$ cat src/rtl/pwr_mode_ctrl.sv
module pwr_mode_ctrl #(
  parameter int T_IDLE = 10,
  parameter int T_STEP = 30,
  parameter int T_WAKE = 160000
) (
  input  logic       clk,
  input  logic       rst_n,
  input  logic       req_valid,
  input  logic [1:0] req_mode,
  input  logic       wake_irq,
  output logic       clk_en,
  output logic       pwr_en,
  output logic       busy,
  output logic [1:0] mode,
  output logic [1:0] pwr_lvl
);
  localparam int TMAX = (T_WAKE > T_STEP) ? ((T_WAKE > T_IDLE) ? T_WAKE : T_IDLE)
                                          : ((T_STEP > T_IDLE) ? T_STEP : T_IDLE);
  localparam int CW = $clog2(TMAX + 1);
  localparam logic [1:0] M_RUN = 2'b00, M_IDLE = 2'b01, M_SLEEP = 2'b10;

  typedef enum logic [3:0] {
    S_RUN, S_TO_IDLE, S_IDLE, S_TO_RUN, S_STEP1, S_STEP2, S_STEP3, S_SLEEP, S_WAKE
  } st_t;

  st_t st;
  logic [CW-1:0] cnt;

  wire ask_idle  = req_valid && req_mode == M_IDLE;
  wire ask_run   = req_valid && req_mode == M_RUN;
  wire ask_sleep = req_valid && req_mode == M_SLEEP;
  wire done      = cnt == '0;

  always_ff @(posedge clk or negedge rst_n) begin
    if (!rst_n) begin
      st  <= S_RUN;
      cnt <= '0;
    end else begin
      case (st)
        S_RUN: begin
          if (ask_idle) begin
            st  <= S_TO_IDLE;
            cnt <= CW'(T_IDLE - 1);
          end else if (ask_sleep) begin
            st  <= S_STEP1;
            cnt <= CW'(T_STEP - 1);
          end
        end
        S_IDLE: begin
          if (wake_irq || ask_run) begin
            st  <= S_TO_RUN;
            cnt <= CW'(T_IDLE - 1);
          end else if (ask_sleep) begin
            st  <= S_STEP1;
            cnt <= CW'(T_STEP - 1);
          end
        end
        S_SLEEP: begin
          if (wake_irq) begin
            st  <= S_WAKE;
            cnt <= CW'(T_WAKE - 1);
          end
        end
        default: begin
          if (!done) begin
            cnt <= cnt - 1'b1;
          end else begin
            case (st)
              S_TO_IDLE: st <= S_IDLE;
              S_STEP1: begin st <= S_STEP2; cnt <= CW'(T_STEP - 1); end
              S_STEP2: begin st <= S_STEP3; cnt <= CW'(T_STEP - 1); end
              S_STEP3: st <= S_SLEEP;
              default: st <= S_RUN;
            endcase
          end
        end
      endcase
    end
  end

  assign busy    = !(st == S_RUN || st == S_IDLE || st == S_SLEEP);
  assign clk_en  = st == S_RUN || st == S_TO_IDLE;
  assign pwr_en  = st != S_SLEEP;
  assign pwr_lvl = !pwr_en ? 2'b00 : (clk_en ? 2'b10 : 2'b01);

  always_comb begin
    case (st)
      S_TO_IDLE, S_IDLE:                         mode = M_IDLE;
      S_STEP1, S_STEP2, S_STEP3, S_SLEEP:        mode = M_SLEEP;
      default:                                   mode = M_RUN;
    endcase
  end
endmodule

$ cat config.mk
export PLATFORM = sky130hd
export DESIGN_NAME = pwr_mode_ctrl
export DESIGN_NICKNAME = d
export VERILOG_FILES = /design/src/rtl/pwr_mode_ctrl.sv
export SDC_FILE = /design/constraint.sdc
export NUM_CORES = 1
export LEC_CHECK = 0
export BUFFER_PORTS_ARGS = -buffer_cell sky130_fd_sc_hd__buf_2
export CORE_MARGIN = 4
export CORE_UTILIZATION = 56
export CTS_BUF_LIST = sky130_fd_sc_hd__clkbuf_4 sky130_fd_sc_hd__clkbuf_8
export CTS_CLUSTER_SIZE = 16
export DETAILED_ROUTE_END_ITERATION = 8
export PLACE_DENSITY = 0.83
export SLEW_MARGIN = 20
export SYNTH_ARGS = -nofsm -noshare
export SYNTH_HDL_FRONTEND = slang
export SYNTH_SLANG_ARGS = --single-unit
$ cat constraint.sdc
create_clock -name clk -period 2.3 [get_ports clk]
set_input_delay 0.115 -clock clk [delete_from_list [all_inputs] [get_ports clk]]
set_output_delay 0.115 -clock clk [all_outputs]
set_load 0.01 [all_outputs]
* Word-level counts from Yosys, hierarchy flattened
Index checks and enable logic that the tools add are counted.
Word-level totals: flip-flop bits (word level) 22, input bits 6, output and inout bits 7, word-level logic and storage cells 48
Cells by class: add/sub/neg operators 1, equal/unequal tests 11, mux-type cells 17, reductions and logical operators 17
Operator list (number):
- $mux W18 | 6
- $pmux W18 S3 | 1
- $mux W4 | 5
- $logic_not A18 Y1 | 1
- $sub A18 B1 Y18 const B | 1
- $eq A4 B3 Y1 const B | 4
- $pmux W3 S4 | 1
- $pmux W4 S3 | 1
- $ne A5 B2 Y1 const B | 1
- $eq A4 B1 Y1 const B | 1
- $eq A4 B2 Y1 const B | 1
- $logic_not A4 Y1 | 1
- $logic_or A1 B1 Y1 | 4
- $mux W2 | 2
- $ne A4 B3 Y1 const B | 1
- $pmux W2 S2 | 1
- $reduce_and A2 Y1 | 2
- $reduce_bool A4 Y1 | 1
- $reduce_or A2 Y1 | 2
- $reduce_or A4 Y1 | 1
- $logic_and A1 B1 Y1 | 3
- $eq A2 B1 Y1 const B | 1
- $eq A2 B2 Y1 const B | 1
- $logic_not A2 Y1 | 1
- other kinds (2) | 2

* Logic depth before layout (Yosys ltp)
Gate-level depths: netlist (run 1).
word-level depth 5, mapped depth 9

* Least setup slack after synthesis (run 1)
No wires, ideal clock.
path kind flip-flop to flip-flop, start register cnt[0], end register cnt[16], library setup time 0.124 ns, data arrival time 2.145 ns, slack 0.031 ns, cell stages (with the launch flop) 9, path buffers 1, cell sequence dfrtp_1 inv_1 ha_1 or4b_4 nor4_4 a21oi_2 buf_6 and3_4 a211o_1
Between the ends: cells in the longest elaborated chain, start to end 3, elaborated cells on any way between the ends 6, classes of those cells add/sub (1); eq/ne (1); mux (2); reduce/logical (2)
RTL lines:
- start: declaration | RTL line 27 | logic [CW-1:0] cnt;
- start signal: assignment | RTL line 43 | cnt <= CW'(T_IDLE - 1);
- start signal: assignment | RTL line 46 | cnt <= CW'(T_STEP - 1);
- start signal: assignment | RTL line 52 | cnt <= CW'(T_IDLE - 1);
- $sub A18 B1 Y18 / $logic_not A18 Y1 (equally long branches) | RTL line 66, 32
- $mux W18 / $ne A5 B2 Y1 (equally long branches)
- $pmux W18 S3 / $reduce_and A2 Y1 (equally long branches)
Parallel ways exist; a longest one is shown, timed or not. A chain may end at the register's enable or synchronous reset.

* Worst setup path in the final report (run 1)
start register cnt[0], end register cnt[11]
Same word-level chain as after synthesis.

==> summary.txt, run 1 <==
failing checks = negative setup slack
DR DRC count = 0
I/O Pins = 13
period utilization = 100%
Synth top area share = 34.5%
Mapped Area = 0.00160 mm^2
Final GP Congestion = 1.01
Max FO, Critical Path = 9
remaining antenna violation count = 0
die area = 0.00377 mm^2
switching part of the total = 37.9%
Worst-Margin Slew = 617 ps
sequential power share = 46.5%
Slew Limit Fails = 0
Die Wd = 61.4 um
CTS sink count = 22
PortBufs = 12
fraction of layout cells with a size suffix above 1 = 23.4%
final core utilization = 67.5%
H-tree Lvls = 1
synth unique cells = 52
Peak VDD IR = 452 uV
grt ovf = 0
CTS root buf = clkbuf_4
total number of vias = 1705
number of max-cap violations = 0
Gate power share = 34.6%
RSZ-0062 raised after global routing = yes
CP Capture Type = flop
global routing's busiest layer = met2
post-synthesis sequential area ratio = 34.5%
antenna violations before repair = 0
Max clock buf depth = 2
Lkg Pwr = 0.789 nW
Final TNS setup = -0.151 ps
min Tclk post-route = 2300 ps
HPWL Detailed = 3140 um
total CTS buffers = 3
router iterations before antenna repair = 6
CTS tree = done
Internal = 0.728 mW
slew margin rel. = 58.5%
asr flop ratio synth = 100%
#FFs+latches synth = 22
startpoint type of the worst setup path = flop
fin worst setup slack = -0.151 ps
routing usage on met3 = 3.77%
Syn Nets = 200
num rows = 19
worst min-delay path class = input pin to flop
grt met2 use = 39.4%
initial core utilization = 58.4%
Reg clk slew, reported paths = 130 ps
Synth-to-Final Area Change = 15.5%
wire per inst = 17.8 um
insertion delay to the later sink of the worst-skew pair = 320 ps
first-pass GRT wire length = 7040 um
nets = 226
Die Ht = 61.4 um
number of flops mapped to enable cells by yosys = 0
status = complete, but fails checks
# diodes = 0
critical path class = flop to flop
Final Skew = 4.11 ps
synth warn = 0
Primary FF master, synth = dfrtp_1
main area contributors after synthesis = dfrtp_1 34%, o21ai_0 5.0%, nor2_1 4.7%
fill cell count = 196
All-Layer GR Usage = 25.0%
Setup violations, final = 1
GR met1 Demand/Resource = 32.6%
total power = 1.17 mW
Max Clk Rate = 0.435 GHz
largest net degree at the start of global routing = 23
NetSw = 0.445 mW
Worst EP required = 2520 ps
Vias/cell = 6.85
cell accounting for the most synthesized area = dfrtp_1
CP arrival = 2520 ps
Placeable Area = 0.00273 mm^2
Mapped Cells = 193
Synth Area per Inst = 8.28 um^2
Post-Route WL = 4440 um
final hold violation count = 0
initial DRC count = 260
PwrDens = 635 mW/mm^2
vias in the first global route = 1532
Clock Power Share = 18.8%
==> Yosys cell counts (2+ instances only) <==
| cell type | instances |
|---|---|
| a211o_1 | 3 |
| a211oi_1 | 2 |
| a21boi_0 | 2 |
| a21oi_1 | 9 |
| a22o_1 | 2 |
| a31o_2 | 2 |
| a31oi_1 | 6 |
| and3_1 | 4 |
| and3_2 | 2 |
| buf_2 | 4 |
| buf_6 | 3 |
| clkbuf_1 | 4 |
| dfrtp_1 | 22 |
| inv_1 | 6 |
| nand2_1 | 11 |
| nand2b_1 | 2 |
| nand3_1 | 9 |
| nand3b_1 | 2 |
| nor2_1 | 20 |
| nor2b_1 | 3 |
| nor3_1 | 14 |
| nor3b_1 | 2 |
| nor4_1 | 3 |
| nor4b_1 | 2 |
| o211ai_1 | 5 |
| o21ai_0 | 16 |
| o31ai_1 | 6 |
| or3_1 | 2 |
| or4_4 | 2 |
==> flip-flops by register name (all words and copies together), names as in the netlist <==
name,flops
cnt,18
st,4
==> layout make-up <==
class / count / area (um^2) / area share, %
Timing Repair Buffer: 33 / 220 / 11.9
Clock buffer: 4 / 36.3 / 1.97
Inverter: 6 / 22.5 / 1.22
Multi-Input combinational cell: 153 / 977 / 52.9
Tap cell: 31 / 38.8 / 2.10
Sequential cell: 22 / 551 / 29.8
==> power groups by stage <==
stage | Clock (mW) | Combinational (mW) | Sequential [mW]
after global routing | 0.248 | 0.436 | 0.554
after global placement | 0 | 0.368 | 0.540
after detailed placement | 0 | 0.377 | 0.548
final | 0.221 | 0.406 | 0.546
after CTS | 0.225 | 0.381 | 0.540
after floorplan | 0 | 0.282 | 0.531
==> metal layers <==
metal / up-vias / part of all wire, %
met1: 781 / 41
met3: 22 / 8.7
met5: - / 0
li1: 782 / -
met2: 120 / 47
met4: 0 / 3.4
==> logic make-up after synthesis <==
| group | synth area share [%] |
|---|---|
| flops | 34.5 |
| xor+xnor | 0.548 |
| fa+ha+maj | 0.783 |
| buf+inv | 6.19 |
| compound gates | 25.9 |
| simple gates | 32.1 |
==> critical path, cell delays in order, from the launching register on <==
cell and delay, ps:
dfrtp_1 400, inv_1 70, ha_1 160, or4b_4 510, nor4_4 280, buf_4 210, a21oi_4 100, and3_2 210
a211o_1 250
==> path summary, 6_finish.rpt <==
check	from	endpoint	slack, ps	cells after the start
hold / removal	wake_irq	cnt[13]	170	3
max in group asynchronous	rst_n	cnt[5]	1700	2
min in group asynchronous	rst_n	cnt[4]	260	2
hold reg to reg	cnt[6]	cnt[6]	570	2
setup / recovery	cnt[0]	cnt[11]	-0.2	8
setup reg to reg	cnt[0]	cnt[11]	-0.2	8
==> repair_timing <==
item | in CTS | in global routing
hold endpoints to repair | 22 | 0
resized for setup | 0 | 5
buffers inserted | 0 | 4
setup endpoints to repair | 0 | 11
hold buffers | 1 | 0
==> through the flow <==
step	area, um^2	hold slack, ps	instances	setup WS, ps
after floorplan	1600	-181	193	30.9
after global placement	1740	98.3	240	77.5
after detailed placement	1740	104	240	48.1
after CTS	1790	150	245	2.54
after global routing	1850	153	249	-72.1
final	1850	168	249	-0.151
==> cell usage in the layout (no fill, tap or decap), types with 3 or more instances in the layout <==
cell type,netlist,layout
buf_4,1,20
inv_1,6,6
nor2_1,20,20
dfrtp_1,22,22
and3_1,4,4
nor4_1,3,3
o211ai_1,5,5
nor2b_1,3,3
nor3_1,14,14
o21ai_0,16,15
a211o_1,3,3
o31ai_1,6,6
nand3_1,9,9
a21oi_1,9,9
nand2_1,11,11
clkbuf_4,0,3
a31oi_1,6,5
buf_2,4,12
Note: power is estimated with default switching activity, not from simulation.
==> run 2: changes to the inputs <==
CORE_UTILIZATION = 40   (was 56)
PLACE_DENSITY = 0.64   (was 0.83)
==> summary.txt, run 2 (synthesized netlist as in run 1, its figures left out) <==
PortBufs = 12 (unchanged)
# diodes = 0 (unchanged)
wire per inst = 16.1 um (was 17.8 um)
Setup violations, final = 0 (was 1)
initial core utilization = 42.4% (was 58.4%)
Critical path origin = cnt[0] (unchanged)
router iterations before antenna repair = 4 (was 6)
Setup Buffers After CTS = 0 (unchanged)
Largest register FFs = 18 (unchanged)
All-Layer GR Usage = 17.2% (was 25.0%)
grt ovf = 0 (unchanged)
antenna violations before repair = 0 (unchanged)
slew margin rel. = 56.1% (was 58.5%)
startpoint type of the worst setup path = flop (unchanged)
WHS = 216 ps (was 168 ps)
Placeable Area = 0.00377 mm^2 (was 0.00273 mm^2)
period utilization = 95.2% (was 100%)
Worst Setup EP = cnt[17] (was cnt[11])
largest net degree at the start of global routing = 23 (unchanged)
Die Ht = 71.2 um (was 61.4 um)
Final GP Congestion = 0.832 (was 1.01)
num rows = 22 (was 19)
status = finished, final reports clean (was complete, but fails checks)
min Tclk post-route = 2190 ps (was 2300 ps)
Final TNS setup = 0 ps (was -0.151 ps)
Slew Limit Fails = 0 (unchanged)
die area = 0.00507 mm^2 (was 0.00377 mm^2)
DR DRC count = 0 (unchanged)
insertion delay to the later sink of the worst-skew pair = 270 ps (was 320 ps)
CTS tree = done (unchanged)
R2R depth = 8 (unchanged)
fraction of layout cells with a size suffix above 1 = 22.1% (was 23.4%)
CP arrival = 2370 ps (was 2520 ps)
Reg clk slew, reported paths = 80 ps (was 130 ps)
H-tree Lvls = 1 (unchanged)
CP Capture Type = flop (unchanged)
FF-to-FF setup slack = 110 ps (was -0.2 ps)
Synth-to-Final Area Change = 15.1% (was 15.5%)
Post-Route WL = 4200 um (was 4440 um)
Max Clk Rate = 0.457 GHz (was 0.435 GHz)
PwrDens = 665 mW/mm^2 (was 635 mW/mm^2)
Lkg Pwr = 0.775 nW (was 0.789 nW)
Max FO, Critical Path = 10 (was 9)
CTS root buf = clkbuf_8 (was clkbuf_4)
Die Wd = 71.2 um (was 61.4 um)
first-pass GRT wire length = 7020 um (was 7040 um)
worst r2r src = cnt[0] (unchanged)
post-placement setup slack = 46.7 ps (was 48.1 ps)
fill cell count = 370 (was 196)
most common cell after layout, fill and taps aside = dfrtp_1 (unchanged)
placed instance count = 256 (was 240)
nets = 221 (was 226)
RR Endpoint = cnt[17] (was cnt[11])
Worst-Margin Slew = 654 ps (was 617 ps)
Vias/cell = 6.03 (was 6.85)
vias in the first global route = 1466 (was 1532)
biggest regs = cnt x18, st x4 (unchanged)
worst min-delay path class = input pin to flop (unchanged)
Post-DP Area = 0.00175 mm^2 (was 0.00174 mm^2)
number of max-cap violations = 0 (unchanged)
CTS sink count = 22 (unchanged)
Final Skew = 1.93 ps (was 4.11 ps)
HPWL Detailed = 3040 um (was 3140 um)
fin worst setup slack = 111 ps (was -0.151 ps)
Peak VDD IR = 281 uV (was 452 uV)
RSZ-0062 raised after global routing = yes (unchanged)
cell area after layout = 0.00184 mm^2 (was 0.00185 mm^2)
Worst EP required = 2480 ps (was 2520 ps)
total CTS buffers = 3 (unchanged)
I/O Pins = 13 (unchanged)
Max clock buf depth = 2 (unchanged)
Finished Layout Cells = 261 (was 249)
final hold violation count = 0 (unchanged)
most frequent cells in the layout = 22 x dfrtp_1, 20 x nor2_1, 15 x o21ai_0, 15 x buf_4, 14 x nor3_1 (was 22 x dfrtp_1, 20 x nor2_1, 20 x buf_4, 15 x o21ai_0, 14 x nor3_1)
total number of vias = 1575 (was 1705)
Top reg by flops = cnt (unchanged)
initial DRC count = 134 (was 260)
critical path class = flop to flop (unchanged)
remaining antenna violation count = 0 (unchanged)
[run 2: layout make-up]
type / count / area [um^2] / share of cell area (%)
well taps: 48 / 60.1 / 3.27
inverters: 6 / 22.5 / 1.22
flip-flops and latches: 22 / 551 / 29.9
repair buffers: 28 / 183 / 9.93
multi-input cells: 153 / 968 / 52.7
clock buffers: 4 / 55.1 / 2.99
[run 2: where the power goes]
group          internal, mW  switching [mW]
clock network         0.153           0.139
logic                 0.170           0.209
registers             0.460          0.0910
total                 0.784           0.439
[run 2: through the flow]
stage	power, mW	util, %
floorplan	0.813	-
detailed placement	0.922	46.5
global placement	0.924	46.5
global route	1.29	48.8
CTS	1.22	48.2
finish	1.22	48.8
[run 2: metal layers]
layer / wire (um) / track usage [%] / part of all wire [%] / up-vias
met5: 0 / 0 / 0 / -
met4: 72 / 6.68 / 1.7 / 0
met3: 132 / 2.41 / 3.1 / 7
met2: 1890 / 26.2 / 45 / 32
met1: 2100 / 24.3 / 50 / 765
li1: - / - / - / 771
[run 2: repair_timing]
item	4_1_cts	5_1_grt
endpoints found under the hold margin	22	0
hold buffers	1	0
setup endpoints to repair	0	13
gates resized for setup	0	4
[run 2: worst min-delay path by stage]
stage	cells past startpoint	startpoint	end	slack, ps
2_1_floorplan	0	rst_n	cnt[0]	-180
3_3_place_gp	1	rst_n	cnt[2]	110
3_5_place_dp	1	rst_n	cnt[2]	120
4_1_cts	3	wake_irq	cnt[13]	220
5_1_grt	3	wake_irq	cnt[13]	250
6_report	3	wake_irq	cnt[13]	220
[run 2: critical path, stage by stage, from the launching register on]
cell and delay [ps]:
dfrtp_1 380, inv_1 60, ha_1 160, or4b_4 520, nor4_4 220, buf_4 210
a31o_4 220, a311oi_1 80, a211oi_1 250
==> run 3: changes to the inputs <==
--- a/config.mk
+++ b/config.mk
@@ -8,2 +8,3 @@
 export BUFFER_PORTS_ARGS = -buffer_cell sky130_fd_sc_hd__buf_2
+export CAP_MARGIN = 20
 export CORE_MARGIN = 4
==> constraint.sdc (replaced) <==
create_clock -name clk -period 2.3 [get_ports clk]
set_input_delay 0.46 -clock clk [delete_from_list [all_inputs] [get_ports clk]]
set_output_delay 0.46 -clock clk [all_outputs]
set_load 0.01 [all_outputs]
==> summary.txt, run 3 (synthesized netlist as in run 1, its figures left out) <==
Post-DP Area = 0.00175 mm^2 (unchanged)
largest net degree at the start of global routing = 23 (unchanged)
antenna violations before repair = 0 (unchanged)
most frequent cells in the layout = 22 x dfrtp_1, 20 x nor2_1, 15 x o21ai_0, 15 x buf_4, 14 x nor3_1 (unchanged)
CP arrival = 2370 ps (about the same)
period utilization = 94.9% (was 95.2%)
total CTS buffers = 3 (unchanged)
CP max-delay cell = or4b_4 (unchanged)
initial core utilization = 42.4% (unchanged)
initial DRC count = 137 (was 134)
WP buf/inv = 2 (unchanged)
critical-path cell list = inv_1 -> ha_1 -> or4b_4 -> nor4_4 -> buf_4 -> a31o_4 -> a311oi_1 -> a211oi_1 (unchanged)
Top reg by flops = cnt (unchanged)
Peak VDD IR = 279 uV (was 281 uV)
startpoint type of the worst setup path = flop (unchanged)
Synth-to-Final Area Change = 14.5% (was 15.1%)
Max FO, Critical Path = 10 (unchanged)
biggest regs = cnt x18, st x4 (unchanged)
grt ovf = 0 (unchanged)
Post-Route WL = 4140 um (was 4200 um)
critical path class = flop to flop (unchanged)
CTS root buf = clkbuf_8 (unchanged)
I/O Pins = 13 (unchanged)
most common cell after layout, fill and taps aside = dfrtp_1 (unchanged)
All-Layer GR Usage = 17.2% (unchanged)
RSZ-0062 raised after global routing = yes (unchanged)
PwrDens = 667 mW/mm^2 (was 665 mW/mm^2)
CTS tree = done (unchanged)
Setup Buffers After CTS = 0 (unchanged)
die area = 0.00507 mm^2 (unchanged)
CP peak stage delay = 520 ps (about the same)
nets = 220 (was 221)
cell area after layout = 0.00183 mm^2 (was 0.00184 mm^2)
Vias/cell = 6.02 (was 6.03)
Max clock buf depth = 2 (unchanged)
CP Capture Type = flop (unchanged)
Largest register FFs = 18 (unchanged)
Max Clk Rate = 0.458 GHz (was 0.457 GHz)
Post-CTS Resized = 0 (unchanged)
CTS sink count = 22 (unchanged)
total number of vias = 1566 (was 1575)
Final GP Congestion = 0.832 (unchanged)
H-tree Lvls = 1 (unchanged)
R2R depth = 8 (unchanged)
fill cell count = 374 (was 370)
Slew Limit Fails = 0 (unchanged)
HPWL Detailed = 3040 um (unchanged)
Worst-Margin Slew = 650 ps (was 654 ps)
DR DRC count = 0 (unchanged)
fraction of layout cells with a size suffix above 1 = 22.2% (was 22.1%)
hold-fix buffers at CTS = 0 (was 1)
Die Wd = 71.2 um (unchanged)
wire per inst = 15.9 um (was 16.1 um)
Final Skew = 1.30 ps (was 1.93 ps)
vias in the first global route = 1466 (unchanged)
status = finished, final reports clean (unchanged)
CP top delay family = simple AND/OR/NAND/NOR gates (unchanged)
insertion delay to the later sink of the worst-skew pair = 270 ps (about the same)
first-pass GRT wire length = 7020 um (unchanged)
Reg clk slew, reported paths = 80 ps (about the same)
Crit. path cell count = 8 (unchanged)
remaining antenna violation count = 0 (unchanged)
Placeable Area = 0.00377 mm^2 (unchanged)
WHS = 147 ps (was 216 ps)
Setup violations, final = 0 (unchanged)
min Tclk post-route = 2180 ps (was 2190 ps)
Worst EP required = 2480 ps (about the same)
final hold violation count = 0 (unchanged)
router iterations before antenna repair = 4 (unchanged)
PortBufs = 12 (unchanged)
num rows = 22 (unchanged)
worst min-delay path class = input pin to asynchronous set/reset pin (was input pin to flop)
# diodes = 0 (unchanged)
Lkg Pwr = 0.770 nW (was 0.775 nW)
Die Ht = 71.2 um (unchanged)
number of max-cap violations = 0 (unchanged)
slew margin rel. = 56.3% (was 56.1%)
==> run 3: cell count changes in the layout (fill, tap and decap cells not counted), sizes merged <==
cell,before,now
dlygate4sd3,1,0
==> run 3: power breakdown <==
part	leakage (nW)	total, mW	switching [mW]	internal [mW]
Sequential	0.263	0.551	0.0910	0.460
Clock	0.0288	0.291	0.138	0.153
Combinational	0.479	0.377	0.208	0.169
==> run 3: final cells by class <==
| class | count | area (um^2) | area share [%] |
|---|---|---|---|
| inverter | 6 | 22.5 | 1.23 |
| tap | 48 | 60.1 | 3.28 |
| clock buffer | 4 | 55.1 | 3.01 |
| multi-input combinational | 153 | 968 | 52.9 |
| timing repair buffer | 27 | 173 | 9.44 |
| sequential | 22 | 551 | 30.1 |
==> run 3: worst paths after layout <==
check	from	end	slack (ps)
hold / removal	rst_n	cnt[2]	150
hold reg to reg	cnt[7]	cnt[7]	530
min in group clk	cnt[7]	cnt[7]	530
max in group asynchronous	rst_n	st[0]	1810
setup reg to reg	cnt[0]	cnt[17]	120
setup / recovery	cnt[0]	cnt[17]	120
==> run 3: metrics by stage <==
stage                     util, %  std cells  setup TNS (ps)  setup slack [ps]  total power [mW]
after CTS                    48.0        260               0              26.4              1.21
final                        48.5        260               0               117              1.22
after global routing         48.5        260           -79.3             -35.5              1.29
after detailed placement     46.5        256               0              46.7             0.922
after floorplan                 -        193               0              30.9             0.813
after global placement       46.5        256               0               120             0.924
==> run 3: per-layer routing <==
layer	wire, um	part of all wire (%)	global-route usage, %	up-vias
li1	-	-	-	770
met4	72	1.7	6.68	0
met1	2010	49	24.3	747
met5	0	0	0	-
met3	195	4.7	2.41	7
met2	1860	45	26.2	42
